$ cat src/rtl/cdb_pkg.sv
package cdb_pkg;
  localparam int PRIV_W = 2;
  localparam logic [PRIV_W-1:0] PRIV_USER    = 2'd0;
  localparam logic [PRIV_W-1:0] PRIV_MACHINE = 2'd3;
endpackage

$ cat src/rtl/cdb_prio_arb.sv
module cdb_prio_arb #(
  parameter int N_UNITS = 4,
  localparam int IDX_W = (N_UNITS > 1) ? $clog2(N_UNITS) : 1
) (
  input  logic [N_UNITS-1:0] req_i,
  input  logic               block_i,
  output logic [N_UNITS-1:0] gnt_o,
  output logic [IDX_W-1:0]   idx_o,
  output logic               any_o
);
  always_comb begin
    gnt_o = '0;
    idx_o = '0;
    any_o = 1'b0;
    for (int i = N_UNITS - 1; i >= 0; i--) begin
      if (req_i[i] && !block_i) begin
        gnt_o = '0;
        gnt_o[i] = 1'b1;
        idx_o = IDX_W'(i);
        any_o = 1'b1;
      end
    end
  end
endmodule

$ cat src/rtl/cdb_result_mux.sv
module cdb_result_mux #(
  parameter int N_UNITS = 4,
  parameter int DATA_W  = 32,
  parameter int TAG_W   = 5,
  parameter int DELTA_W = 4,
  parameter logic [N_UNITS-1:0] STATUS_UNITS = {N_UNITS{1'b1}},
  localparam int IDX_W = (N_UNITS > 1) ? $clog2(N_UNITS) : 1
) (
  input  logic [N_UNITS*DATA_W-1:0]  data_i,
  input  logic [N_UNITS*TAG_W-1:0]   tag_i,
  input  logic [N_UNITS*DELTA_W-1:0] delta_i,
  input  logic [IDX_W-1:0]           idx_i,
  input  logic                       valid_i,
  output logic [DATA_W-1:0]          data_o,
  output logic [TAG_W-1:0]           tag_o,
  output logic [DELTA_W-1:0]         delta_o
);
  logic [DELTA_W-1:0] delta_eff [N_UNITS];

  for (genvar u = 0; u < N_UNITS; u++) begin : g_unit
    if (STATUS_UNITS[u]) begin : g_live
      assign delta_eff[u] = delta_i[u*DELTA_W +: DELTA_W];
    end else begin : g_tied
      assign delta_eff[u] = '0;
    end
  end

  always_comb begin
    data_o  = '0;
    tag_o   = '0;
    delta_o = '0;
    for (int u = 0; u < N_UNITS; u++) begin
      if (valid_i && idx_i == IDX_W'(u)) begin
        data_o  = data_i[u*DATA_W +: DATA_W];
        tag_o   = tag_i[u*TAG_W +: TAG_W];
        delta_o = delta_eff[u];
      end
    end
  end
endmodule

$ cat src/rtl/cdb_trap_ctrl.sv
module cdb_trap_ctrl
  import cdb_pkg::*;
#(
  parameter int ADDR_W = 32
) (
  input  logic              clk_i,
  input  logic              rst_ni,
  input  logic              commit_i,
  input  logic              idle_all_i,
  input  logic [ADDR_W-1:0] tvec_i,
  output logic              abort_o,
  output logic              issue_en_o,
  output logic [ADDR_W-1:0] redirect_pc_o,
  output logic [PRIV_W-1:0] priv_o,
  output logic [PRIV_W-1:0] prev_priv_o
);
  logic abort_q, hold_q;
  logic [ADDR_W-1:0] pc_q;
  logic [PRIV_W-1:0] priv_q, prev_q;

  always_ff @(posedge clk_i or negedge rst_ni) begin
    if (!rst_ni) begin
      abort_q <= 1'b0;
      hold_q  <= 1'b0;
      pc_q    <= '0;
      priv_q  <= PRIV_USER;
      prev_q  <= PRIV_USER;
    end else begin
      abort_q <= commit_i;
      if (commit_i) begin
        hold_q <= 1'b1;
        pc_q   <= tvec_i;
        prev_q <= priv_q;
        priv_q <= PRIV_MACHINE;
      end else if (!abort_q && idle_all_i) begin
        hold_q <= 1'b0;
      end
    end
  end

  // block issue already in the commit cycle so no younger op slips in
  assign issue_en_o    = !hold_q && !commit_i;
  assign abort_o       = abort_q;
  assign redirect_pc_o = pc_q;
  assign priv_o        = priv_q;
  assign prev_priv_o   = prev_q;
endmodule

$ cat src/rtl/cdb_arbiter.sv
module cdb_arbiter
  import cdb_pkg::*;
#(
  parameter int N_UNITS = 4,
  parameter int DATA_W  = 32,
  parameter int TAG_W   = 5,
  parameter int DELTA_W = 4,
  parameter int ADDR_W  = 32,
  parameter logic [N_UNITS-1:0] STATUS_UNITS = {N_UNITS{1'b1}}
) (
  input  logic                       clk_i,
  input  logic                       rst_ni,
  input  logic [N_UNITS-1:0]         req_i,
  input  logic [N_UNITS-1:0]         idle_i,
  input  logic [N_UNITS*DATA_W-1:0]  res_data_i,
  input  logic [N_UNITS*TAG_W-1:0]   res_tag_i,
  input  logic [N_UNITS*DELTA_W-1:0] res_delta_i,
  input  logic [ADDR_W-1:0]          tvec_i,
  output logic [N_UNITS-1:0]         gnt_o,
  output logic                       bus_valid_o,
  output logic [DATA_W-1:0]          bus_data_o,
  output logic [TAG_W-1:0]           bus_tag_o,
  output logic [DELTA_W-1:0]         bus_delta_o,
  output logic                       abort_o,
  output logic                       issue_en_o,
  output logic                       redirect_o,
  output logic [ADDR_W-1:0]          redirect_pc_o,
  output logic [PRIV_W-1:0]          priv_o,
  output logic [PRIV_W-1:0]          prev_priv_o
);
  localparam int IDX_W = (N_UNITS > 1) ? $clog2(N_UNITS) : 1;

  logic [IDX_W-1:0] win_idx;
  logic             win_any;
  logic             commit;

  cdb_prio_arb #(.N_UNITS(N_UNITS)) u_arb (
    .req_i  (req_i),
    .block_i(abort_o),
    .gnt_o  (gnt_o),
    .idx_o  (win_idx),
    .any_o  (win_any)
  );

  cdb_result_mux #(
    .N_UNITS(N_UNITS), .DATA_W(DATA_W), .TAG_W(TAG_W),
    .DELTA_W(DELTA_W), .STATUS_UNITS(STATUS_UNITS)
  ) u_mux (
    .data_i (res_data_i),
    .tag_i  (res_tag_i),
    .delta_i(res_delta_i),
    .idx_i  (win_idx),
    .valid_i(win_any),
    .data_o (bus_data_o),
    .tag_o  (bus_tag_o),
    .delta_o(bus_delta_o)
  );

  // one-hot deltas: OR of the committed bits is the trap
  assign commit      = win_any && (|bus_delta_o);
  assign bus_valid_o = win_any;

  cdb_trap_ctrl #(.ADDR_W(ADDR_W)) u_trap (
    .clk_i        (clk_i),
    .rst_ni       (rst_ni),
    .commit_i     (commit),
    .idle_all_i   (&idle_i),
    .tvec_i       (tvec_i),
    .abort_o      (abort_o),
    .issue_en_o   (issue_en_o),
    .redirect_pc_o(redirect_pc_o),
    .priv_o       (priv_o),
    .prev_priv_o  (prev_priv_o)
  );

  assign redirect_o = abort_o;
endmodule

$ cat config.mk
export PLATFORM = sky130hd
export DESIGN_NAME = cdb_arbiter
export DESIGN_NICKNAME = d
export VERILOG_FILES = /design/src/rtl/cdb_pkg.sv /design/src/rtl/cdb_prio_arb.sv /design/src/rtl/cdb_result_mux.sv /design/src/rtl/cdb_trap_ctrl.sv /design/src/rtl/cdb_arbiter.sv
export SDC_FILE = /design/constraint.sdc
export NUM_CORES = 1
export LEC_CHECK = 0
export BUFFER_PORTS_ARGS = -buffer_cell sky130_fd_sc_hd__buf_4
export CAP_MARGIN = 30
export CELL_PAD_IN_SITES_DETAIL_PLACEMENT = 1
export CELL_PAD_IN_SITES_GLOBAL_PLACEMENT = 1
export CORE_AREA = 2 2 112 114
export DETAILED_ROUTE_END_ITERATION = 6
export DIE_AREA = 0 0 114 116
export HOLD_SLACK_MARGIN = 0.06
export PLACE_DENSITY = 0.89
export SLEW_MARGIN = 30
export SYNTH_ARGS = -nofsm -noshare
export SYNTH_HDL_FRONTEND = slang
export SYNTH_SLANG_ARGS = --single-unit
export TNS_END_PERCENT = 1
$ cat constraint.sdc
create_clock -name clk_i -period 3.95 [get_ports clk_i]
set_input_delay 0.5925 -clock clk_i [delete_from_list [all_inputs] [get_ports clk_i]]
set_output_delay 0.5925 -clock clk_i [all_outputs]
set_load 0.01 [all_outputs]
* Yosys cells after proc, flatten, opt, wreduce, memory -nomap -nowiden
Index checks and enable logic that the tools add are counted.
** Operators by class
- Add/sub/neg operators :: 0
- Multipliers :: 0
- Divide/modulo/power cells :: 0
- Magnitude comparators :: 0
- Equal/unequal tests :: 3
- Shifts and indexed selects :: 0
- Muxes and demuxes :: 26
- Bitwise logic cells :: 0
- Reductions and logical operators :: 18
** Operators with widths (number)
- $mux W32 :: 4
- $mux W4 :: 8
- $mux W5 :: 4
- $logic_and A1 B1 Y1 :: 11
- $mux W2 :: 4
- $mux W1 :: 6
- $eq A2 B2 Y1 const B :: 2
- $reduce_and A4 Y1 :: 1
- $reduce_or A4 Y1 :: 1
- $logic_not A1 Y1 :: 3
- $eq A2 B1 Y1 const B :: 1
- $logic_not A2 Y1 :: 1
- $reduce_bool A2 Y1 :: 1
** Word-level totals
- Register bits after elaboration :: 36
- Bits in latches :: 0
- Memory bits (writable) :: 0
- ROM bits :: 0
- Input bits :: 206
- Logic and storage cells :: 52
- Memories kept :: 0

* Depth between registers and ports, before layout
Gate-level depths: netlist (run 1).
- Word-level depth :: 16
- Gate-level depth with buffers :: 7
- Mapped depth without buffers :: 5

* Hierarchy
A second synthesis (run 1) with hierarchy kept.
** Second synthesis, totals
- Cell total of the unflattened synthesis :: 236
- Area total of the unflattened synthesis :: 2892.8 µm²
** Modules (own cells, without submodules)
- cdb_trap_ctrl :: instances 1, cells each 79, area each 1478.9 µm², sequential area each 900.9 µm²
- cdb_result_mux :: instances 1, cells each 143, area each 1305.0 µm², sequential area each 0.0 µm²
- cdb_prio_arb :: instances 1, cells each 11, area each 81.3 µm², sequential area each 0.0 µm²
- cdb_arbiter :: instances 1, cells each 3, area each 27.5 µm², sequential area each 0.0 µm²

* Worst setup path after synthesis (run 1)
No wires, ideal clock.
- Path kind :: input to output
- Start point :: input req_i[2]
- End point :: output issue_en_o
- Arrival :: 2.307 ns
- Path slack :: 1.051 ns
- Cell stages on the path :: 7
- Path through :: buf_4 mux2_1 mux2i_1 o32ai_2 nor4_4 buf_6 nor2b_1
** On the way
- Word-level cells in the longest chain between the ends :: 14
** Ends and longest elaborated chain
- start: declaration :: RTL line cdb_arbiter.sv:13 : input logic [N_UNITS-1:0] req_i,
- $logic_and A1 B1 Y1 (*) :: RTL line cdb_prio_arb.sv:16 : if (req_i[i] && !block_i) begin
- $mux W2 (3 in a row) :: RTL line cdb_prio_arb.sv:16
- $logic_not A2 Y1 :: RTL line cdb_result_mux.sv:33 : if (valid_i && idx_i == IDX_W'(u)) begin
- $logic_and A1 B1 Y1 :: RTL line cdb_result_mux.sv:33
- $mux W4 (3 in a row) :: RTL line cdb_result_mux.sv:33
- $mux W4 (*) :: RTL line cdb_result_mux.sv:33
- named net bus_delta_o[2] :: RTL line cdb_arbiter.sv:23 : output logic [DELTA_W-1:0] bus_delta_o,
- $reduce_or A4 Y1 (*) :: RTL line cdb_arbiter.sv:60 : assign commit = win_any && (|bus_delta_o);
- $logic_and A1 B1 Y1 (*) :: RTL line cdb_arbiter.sv:60
- $logic_not A1 Y1 (*) :: RTL line cdb_trap_ctrl.sv:42 : assign issue_en_o = !hold_q && !commit_i;
- $logic_and A1 B1 Y1 (*) :: RTL line cdb_trap_ctrl.sv:42
- end: declaration :: RTL line cdb_arbiter.sv:25 : output logic issue_en_o,
The timed path passes the listed nets; every way through them passes the cells marked *.

* Worst setup path in the final report (run 1)
- Start point :: register u_trap.abort_q (netlist: u_trap.abort_o)
- End point :: output bus_data_o[13]
** On the way
- Word-level cells in the longest chain between the ends :: 12
** Ends and longest elaborated chain
- start: declaration :: RTL line cdb_trap_ctrl.sv:17 : logic abort_q, hold_q;
- start signal: assignment :: RTL line cdb_trap_ctrl.sv:29 : abort_q <= commit_i;
- $logic_not A1 Y1 (*) :: RTL line cdb_prio_arb.sv:16
- $logic_and A1 B1 Y1 :: RTL line cdb_prio_arb.sv:16
- $mux W2 (4 in a row) :: RTL line cdb_prio_arb.sv:16
- $logic_not A2 Y1 :: RTL line cdb_result_mux.sv:33
- $logic_and A1 B1 Y1 :: RTL line cdb_result_mux.sv:33
- $mux W32 (3 in a row) :: RTL line cdb_result_mux.sv:33
- $mux W32 (*) :: RTL line cdb_result_mux.sv:33
- end: declaration :: RTL line cdb_arbiter.sv:21 : output logic [DATA_W-1:0] bus_data_o,
Mark *: on every way between the ends. The rest lies on a longest branch, timed or not.

==> results of run 1 <==
[cell families after synthesis]
kind of cell | after synthesis | synth area share (%)
AND/OR/NAND/NOR | 54 | 10.3
buffers and inverters | 37 | 8.25
multiplexers | 41 | 21.0
flip-flops | 36 | 35.6
AO/OA/AOI/OAI | 83 | 24.9
[sequential cells by signal, indices dropped and copies added, names as in the netlist]
register	flops
u_trap.prev_priv_o	1
u_trap.abort_o	1
u_trap.hold_q	1
u_trap.redirect_pc_o	32
u_trap.priv_o	1
[per-stage QoR]
step                      std cells  total power [mW]
after global placement          662              2.13
after detailed placement        662              2.17
final                           671              2.55
after global routing            670              2.70
after floorplan                 251              1.44
after CTS                       670              2.58
[Yosys cell counts, types with 2 or more instances]
library cell	number	area, µm²
sky130_fd_sc_hd__a21oi_1	41	205
sky130_fd_sc_hd__nor2_1	38	143
sky130_fd_sc_hd__a222oi_1	37	370
sky130_fd_sc_hd__dfrtp_1	36	901
sky130_fd_sc_hd__mux2_4	20	300
sky130_fd_sc_hd__clkbuf_1	19	71.3
sky130_fd_sc_hd__mux2_2	9	101
sky130_fd_sc_hd__mux2_1	8	90.1
sky130_fd_sc_hd__buf_6	6	67.6
sky130_fd_sc_hd__inv_1	6	22.5
sky130_fd_sc_hd__nand2b_1	5	31.3
sky130_fd_sc_hd__buf_4	4	30.0
sky130_fd_sc_hd__mux2i_1	4	40.0
sky130_fd_sc_hd__nor2b_1	2	12.5
sky130_fd_sc_hd__o32ai_1	2	17.5
sky130_fd_sc_hd__o32ai_2	2	32.5
[power by group]
group | total, mW | switching, mW | internal [mW]
registers | 0.672 | 0.129 | 0.543
logic | 1.49 | 0.626 | 0.859
clock network | 0.392 | 0.141 | 0.251
total | 2.55 | 0.897 | 1.65
[layer usage]
| metal | part of all wire [%] | GRT usage (%) | wire (µm) | up-vias |
|---|---|---|---|---|
| met4 | 2.0 | 4.55 | 261 | 0 |
| met3 | 8.4 | 4.92 | 1090 | 24 |
| met5 | 0 | 0 | 0 | - |
| met1 | 38 | 20.3 | 4860 | 1614 |
| li1 | - | - | - | 1520 |
| met2 | 52 | 30.5 | 6680 | 186 |
[critical path, delay by kind of cell (launching register included)]
family	cells	cell delay, ps
buf+inv	2	570
compound gates	1	70
simple gates	2	990
flops	1	550
[how the worst min path moves through the flow]
stage	start	to	slack [ps]	cells after the start
2_1_floorplan	rst_ni	u_trap.abort_o	300	0
3_3_place_gp	u_trap.redirect_pc_o[20]	u_trap.redirect_pc_o[20]	480	1
3_5_place_dp	u_trap.redirect_pc_o[21]	u_trap.redirect_pc_o[21]	500	1
4_1_cts	rst_ni	u_trap.redirect_pc_o[10]	280	1
5_1_grt	rst_ni	u_trap.redirect_pc_o[10]	300	1
6_report	rst_ni	u_trap.redirect_pc_o[10]	270	1
[final cells by class]
type | count | share of cell area [%]
well taps | 147 | 3.74
clock buffers | 7 | 2.90
multi-input cells | 178 | 29.3
flip-flops and latches | 36 | 18.3
repair buffers | 295 | 45.1
inverters | 6 | 0.458
clock inverters | 1 | 0.153
diodes | 1 | 0.0509
==> metrics, run 1 <==
Syn Std Cell Area=around 2500 µm²; termination of the worst setup path=bus_data_o[13]; footprint of the multi-input gates=~1400 µm²; placer's final routability congestion estimate=just under 0.8; most frequent CP cell=sky130_fd_sc_hd__buf_4; Setup Viol. Count Final=0; Max-slew headroom=between 50% and 60%; synthesized flop and latch total=36; number of buffers added to fix hold violations after cts=0; mean number of vias per cell=between 4 and 5; post-CTS setup repair buffer count=0; number of core rows=40; pwr/cell area=approximately 520 nW/µm²; origin of the critical flop-to-flop path=u_trap.abort_o; CTS Buf Count=5; insertion delay of the later-clocked pin in the worst-skew pair=between 200 and 300 ps; count of pins over their slew limit=0; WP data arrival=about 2500 ps; filler cell count=between 1000 and 1500; type of the most critical hold path=input pin to async pin; ordered list of cells on the worst path=or4_2 > buf_4 > nor2_1 > a21oi_1 > buf_4; die width=around 110 µm; Max Cap Viol=0; least setup slack across all paths after layout=842 ps; Period Utilization, post-route=between 70 and 80%; number of sinks on the clock net=36; most common cell after layout, fill and taps aside=sky130_fd_sc_hd__buf_4; critical-path cell with the highest stage delay=sky130_fd_sc_hd__or4_2; number of nets still failing antenna checks after routing=0; Post-Synthesis Cells=approximately 250; count of cell types in the netlist=28; pin count of the biggest net entering global routing=76; maximum ir drop on the vdd rail=~0.0004 V; NumNets Final=728; setup repair after global routing missed its margin=false; worst reg2reg path depth=5; Die Y=between 100 and 150 µm; H-Tree Depth=2; delay of the slowest cell on the worst path=~800 ps; estimated wirelength of the detail-placed design=10600 µm; top-level port count=roughly 290; Total Neg Setup Slack=0 ps; number of iterations in the first detailed-routing pass=7; Ys Warns=0; global-route wire length before repair=~18000 µm; most common flop cell mapped by yosys=sky130_fd_sc_hd__dfrtp_1; DIE AREA=between 10000 and 15000 µm²; CTS tree=yes; count of buffers from port buffering=290; Post-Route WL=between 10000 and 15000 µm; Final Instance Area=~4900 µm²; Post-Route Skew=4.07 ps; Residual DRC=0; Tmin final=between 3000 and 4000 ps; part of the Yosys area used for sequential elements=35.6%; endpoint class of the critical path=output port; initial core utilization=21.3%; all-layer global routing usage=between 15 and 20%; Syn Nets=between 400 and 500; Overflow after GRT=0; crit path launch type=flip-flop; CTS Root Cell=sky130_fd_sc_hd__clkbuf_16; Resize count post-CTS=0; synthesis-to-layout area growth=94.0%; placeable core area=approximately 12000 µm²; placement-stage worst setup slack=approximately 890 ps; number of buffers between clock root and the deepest sink=2; vias=3344; number of synthesized flops with an enable pin=0; initial detailed-routing violation count=between 300 and 400; required time at the worst-slack endpoint=3360 ps; commonest non-fill, non-tap cells in the layout=sky130_fd_sc_hd__buf_4 (295), sky130_fd_sc_hd__a21oi_1 (41), sky130_fd_sc_hd__nor2_1 (38); ratio of cells with drive above 1 in the final layout=64.6%; final count of hold timing violations=0; maximum fanout count along the critical path=75; reg2reg end=u_trap.redirect_pc_o[19]; status=completed; mean post-synth cell area=a little over 10 µm²; clock-pin slew on the worst setup and hold paths=60 ps; vias in the first global route=roughly 3400; final core occ=between 40% and 50%; leakage power=around 2.5 nW; area taken by flip-flops and latches=~900 µm²; setup slack, reg-to-reg=roughly 1400 ps; launching instance or port of the critical path=u_trap.abort_o; worst hold margin=about 270 ps; type of the setup path with the least slack=flip-flop to output port; number of antenna violations at the first check in global routing=1; post-place instance area=~4800 µm²; Highest Clock Rate=between 300 and 400 MHz; transition time at the pin with the least slew margin=~740 ps; asr flop ratio synth=between 90% and 100%; final routed wire length divided by cell count=between 15 and 20 µm
No activity file was read; power rests on OpenSTA's default activity.
==> inputs of run 2 (changes only) <==
ABC_AREA = 1   (was not set)
CORE_AREA = 2 2 113 115   (was 2 2 112 114)
DIE_AREA = 0 0 115 117   (was 0 0 114 116)
PLACE_DENSITY = 0.92   (was 0.89)
clock period = 2.95 ns   (was 3.95 ns; I/O delays follow)
==> metrics, run 2 <==
status=completed; mean number of vias per cell=~4.6; clock-pin slew on the worst setup and hold paths=roughly 50 ps; delay of the slowest cell on the worst path=~450 ps; global-route wire length before repair=~20000 µm; WP data arrival=2090 ps; transition time at the pin with the least slew margin=between 400 and 500 ps; initial core utilization=20.5%; count of pins over their slew limit=0; count leader, synth=sky130_fd_sc_hd__nand2_1; endpoint class of the critical path=output port; type of the most critical hold path=input pin to async pin; synthesized flop and latch total=36; NumNets Final=845; number of core rows=41; CTS Buf Count=5; count of cell types in the netlist=24; DIE AREA=about 13000 µm²; CP Buf/Inv Count=3; maximum fanout count along the critical path=21; Syn Std Cell Area=2520 µm²; commonest non-fill, non-tap cells in the layout=sky130_fd_sc_hd__buf_4 (299), sky130_fd_sc_hd__nand2_1 (150), sky130_fd_sc_hd__nand3_1 (74); Highest Clock Rate=395 MHz; proportion of netlist area held by the largest area contributor=between 30% and 40%; vias in the first global route=3791; top cells by instance count after synthesis=sky130_fd_sc_hd__nand2_1 (150), sky130_fd_sc_hd__nand3_1 (74), sky130_fd_sc_hd__a22oi_1 (37); Ys Warns=0; Tmin final=about 2500 ps; vias=roughly 3700; crit path launch type=flip-flop; setup repair after global routing missed its margin=false; CTS Root Cell=sky130_fd_sc_hd__clkbuf_16; placeable core area=~12000 µm²; part of the Yosys area used for sequential elements=about 36%; met3 Use GR=~6.4%; number of buffers added to fix hold violations after cts=0; H-Tree Depth=2; final core occ=between 40% and 50%; required time at the worst-slack endpoint=between 2000 and 3000 ps; Syn Nets=about 570; area leader, netlist=sky130_fd_sc_hd__dfrtp_1; maximum ir drop on the vdd rail=approximately 0.00062 V; Worst path top cell family by delay=simple AND/OR/NAND/NOR gates; number of nets still failing antenna checks after routing=0; initial detailed-routing violation count=around 210; Post-Route Skew=around 6.1 ps; number of antenna violations at the first check in global routing=3; most common flop cell mapped by yosys=sky130_fd_sc_hd__dfrtp_1; ordered list of cells on the worst path=inv_2 > nand2_2 > inv_2 > nand2_1 > nand3_1 > nand2_1 > nand2_1 > nor2_8 > nand2_4 > nor2_2 > buf_4; footprint of the multi-input gates=roughly 1400 µm²; placement-stage worst setup slack=around 600 ps; pwr/cell area=781 nW/µm²; Die Y=between 100 and 150 µm; die width=between 100 and 150 µm; most congested layer reported by global routing=met2; most common cell after layout, fill and taps aside=sky130_fd_sc_hd__buf_4; estimated wirelength of the detail-placed design=11200 µm; grt met2 use=about a third; Overflow after GRT=0; final count of hold timing violations=0; post-place instance area=roughly 4800 µm²; number of iterations in the first detailed-routing pass=4; critical-path cell with the highest stage delay=sky130_fd_sc_hd__dfrtp_1; dominant cells by area after synthesis=sky130_fd_sc_hd__dfrtp_1 (36%), sky130_fd_sc_hd__nand2_1 (22%), sky130_fd_sc_hd__nand3_1 (15%); ratio of cells with drive above 1 in the final layout=50.3%; global routing usage on met1=21.1%; all-layer global routing usage=between 10% and 20%; leakage power=2.71 nW; CTS tree=yes; Resize count post-CTS=0; max reg flops=32; final routed wire length divided by cell count=between 15 and 20 µm; area taken by flip-flops and latches=between 900 and 1000 µm²; Period Utilization, post-route=a little under nine tenths; number of synthesized flops with an enable pin=0; Max-slew headroom=a little under 70%; top-level port count=291; pin count of the biggest net entering global routing=37; post-CTS setup repair buffer count=0; least setup slack across all paths after layout=about 420 ps; type of the setup path with the least slack=flip-flop to output port; placer's final routability congestion estimate=between 0.8 and 0.9; Total Neg Setup Slack=0 ps; filler cell count=roughly 1600; Max Cap Viol=0; mean post-synth cell area=~7.0 µm²; number of buffers between clock root and the deepest sink=2; Post-Synthesis Cells=between 300 and 400; synthesis-to-layout area growth=97.0%; number of sinks on the clock net=36; Final Instance Area=~5000 µm²; asr flop ratio synth=between 90% and 100%; most frequent CP cell=sky130_fd_sc_hd__nand2_1; count of buffers from port buffering=290; insertion delay of the later-clocked pin in the worst-skew pair=approximately 270 ps; Post-Route WL=approximately 14000 µm; Setup Viol. Count Final=0; Residual DRC=0
-- run 2: worst paths after layout --
path | depth (start not counted) | end | slack, ps | from
min reg2reg | 2 | u_trap.redirect_pc_o[25] | 510 | u_trap.redirect_pc_o[25]
max | 11 | issue_en_o | 420 | u_trap.abort_o
max in group asynchronous | 1 | u_trap.redirect_pc_o[13] | 2490 | rst_ni
max reg2reg | 12 | u_trap.redirect_pc_o[8] | 770 | u_trap.abort_o
min | 1 | u_trap.redirect_pc_o[2] | 130 | rst_ni
min in group clk_i | 3 | u_trap.redirect_pc_o[22] | 360 | tvec_i[22]
-- run 2: where the power goes --
group	switching [mW]	internal, mW	leakage (nW)
Clock	0.195	0.397	0.0809
Sequential	0.151	0.736	0.424
Combinational	1.30	1.09	2.20
-- run 2: layer usage --
metal,share of wire [%],routed length (µm),vias up
li1,-,-,1777
met2,51,6930,182
met4,3.5,481,0
met3,9.4,1290,28
met5,0,0,-
met1,36,4980,1681
-- run 2: cell families (layout without fill, tap and decap cells) --
family	Yosys count	in the layout	share of synthesized area, %
AOI/OAI and AO/OA	43	43	12.5
other	0	3	0
DFF	36	36	35.8
and+or+nand+nor	245	245	43.8
buffers and inverters	37	316	7.95
-- run 2: area by class of cell --
type | count | area share, %
sequential | 36 | 18.2
multi-input combinational | 288 | 28.7
clock buffer | 6 | 2.60
inverter | 9 | 0.681
tap | 150 | 3.78
timing repair buffer | 299 | 45.2
clock inverter | 2 | 0.706
antenna | 3 | 0.151
-- run 2: metrics by stage --
step / hold WS [ps] / instances / total power [mW]
2_1_floorplan: 147 / 361 / 2.14
3_5_place_dp: 438 / 782 / 3.33
5_1_grt: 162 / 790 / 4.19
6_report: 130 / 793 / 3.87
3_3_place_gp: 431 / 782 / 3.28
4_1_cts: 139 / 790 / 3.95
==> inputs of run 3 (changes only) <==
CORE_AREA = not set   (was 2 2 113 115)
CORE_ASPECT_RATIO = 0.6   (was not set)
CORE_UTILIZATION = 21   (was not set)
DIE_AREA = not set   (was 0 0 115 117)
PLACE_DENSITY = 0.94   (was 0.92)
RECOVER_POWER = 50   (was not set)
==> metrics, run 3 (synthesis results as in run 2) <==
status=finished, violations left; violations in the final reports=max-capacitance violations, max-slew violations; reg2reg end=u_trap.redirect_pc_o[21]; Tmin final=between 2000 and 2500 ps; Die Y=just under 90 µm; count of pins over their slew limit=37; most congested layer reported by global routing=met2; total chip power=approximately 3.6 mW; pin count of the biggest net entering global routing=39; synthesis-to-layout area growth=90.4%; type of the setup path with the least slack=flip-flop to output port; leakage power=2.55 nW; top-level port count=just under 300; transition time at the pin with the least slew margin=1930 ps; H-Tree Depth=2; Final Instance Area=about 4800 µm²; initial core utilization=between 20% and 30%; Post-Route WL=roughly 14000 µm; crit path launch type=flip-flop; global routing usage on met1=between 20% and 30%; worst hold endpoint=u_trap.redirect_pc_o[24]; placer's final routability congestion estimate=between 0.7 and 0.8; Max Cap Viol=1; initial detailed-routing violation count=~140; Total Neg Setup Slack=0 ps; grt met2 use=around 38%; vias in the first global route=about 3900; placement-stage worst setup slack=between 600 and 700 ps; required time at the worst-slack endpoint=2510 ps; DIE AREA=12500 µm²; Max-slew headroom=-28.7%; CTS Buf Count=5; least setup slack across all paths after layout=about 480 ps; ratio of cells with drive above 1 in the final layout=between 40 and 50%; number of sinks on the clock net=36; Highest Clock Rate=404 MHz; count of buffers from port buffering=290; WP data arrival=between 2000 and 2500 ps; hold-critical path depth=3; post-CTS setup repair buffer count=0; all-layer global routing usage=between 20% and 30%; global-route wire length before repair=approximately 20000 µm; endpoint class of the critical path=output port; number of buffers added to fix hold violations after cts=0; Residual DRC=0; post-place instance area=4790 µm²; number of core rows=30; clock-pin slew on the worst setup and hold paths=roughly 50 ps; CTS tree=yes; final count of hold timing violations=0; mean number of vias per cell=around 4.8; insertion delay of the later-clocked pin in the worst-skew pair=between 200 and 300 ps; estimated wirelength of the detail-placed design=between 10000 and 15000 µm; Post-Route Skew=~1.4 ps; setup slack, reg-to-reg=730 ps; CTS Root Cell=sky130_fd_sc_hd__clkbuf_16; most common cell after layout, fill and taps aside=sky130_fd_sc_hd__buf_4; number of nets still failing antenna checks after routing=0; maximum fanout count along the critical path=38; pwr/cell area=approximately 760 nW/µm²; setup repair after global routing missed its margin=false; number of iterations in the first detailed-routing pass=4; Overflow after GRT=0; NumNets Final=around 840; number of buffers between clock root and the deepest sink=2; Setup Viol. Count Final=0; worst reg2reg path depth=10; Resize count post-CTS=0; Period Utilization, post-route=a little over four fifths; placeable core area=around 11000 µm²; met3 Use GR=between 5 and 6%; vias=~3800; number of antenna violations at the first check in global routing=0; type of the most critical hold path=input pin to flip-flop; maximum ir drop on the vdd rail=0.000353 V; commonest non-fill, non-tap cells in the layout=sky130_fd_sc_hd__buf_4 (258), sky130_fd_sc_hd__nand2_1 (150), sky130_fd_sc_hd__nand3_1 (74); max reg flops=32; die width=143 µm; final routed wire length divided by cell count=~18 µm; antenna diode count=0; origin of the critical flop-to-flop path=u_trap.abort_o; startpoint of the lowest-slack hold path=tvec_i[24]
-- run 3: worst max-delay path, cell delays in order, from the launching register on --
cell and delay [ps]:
sky130_fd_sc_hd__dfrtp_1 420, sky130_fd_sc_hd__nor2_1 280, sky130_fd_sc_hd__nand2_1 140, sky130_fd_sc_hd__inv_2 70, sky130_fd_sc_hd__buf_4 390, sky130_fd_sc_hd__nand2_1 90
sky130_fd_sc_hd__nand3_1 190, sky130_fd_sc_hd__buf_4 160
-- run 3: layout make-up --
| class | instances | area [µm²] |
|---|---|---|
| clock inverter | 1 | 7.51 |
| inverter | 9 | 33.8 |
| fill | 1493 | 6690 |
| clock buffer | 7 | 143 |
| sequential | 36 | 901 |
| timing repair buffer | 298 | 2090 |
| tap | 160 | 200 |
| multi-input combinational | 288 | 1420 |
-- run 3: routing by layer --
metal | wire length, µm | share of wire [%]
met2 | 7190 | 51
met5 | 0 | 0
met1 | 5620 | 40
met4 | 327 | 2.3
met3 | 1060 | 7.5
-- run 3: how the worst max path moves through the flow --
stage,startpoint,end,cells past startpoint
floorplan,u_trap.abort_o,issue_en_o,10
global placement,req_i[0],issue_en_o,10
detailed placement,req_i[0],issue_en_o,9
CTS,u_trap.abort_o,issue_en_o,10
global route,u_trap.abort_o,issue_en_o,9
finish,u_trap.abort_o,bus_data_o[5],7
-- run 3: stage by stage --
step	cells	util, %	hold WS [ps]
floorplan	361	-	147
global placement	791	41.7	417
detailed placement	791	41.7	432
CTS	799	43.1	129
global route	799	41.8	361
finish	799	41.8	360
-- run 3: report_power, final --
| group | internal (mW) | leakage, nW | total [mW] | switching [mW] |
|---|---|---|---|---|
| Sequential | 0.736 | 0.424 | 0.890 | 0.154 |
| Combinational | 0.878 | 2.06 | 2.21 | 1.33 |
| Clock | 0.336 | 0.0701 | 0.530 | 0.194 |
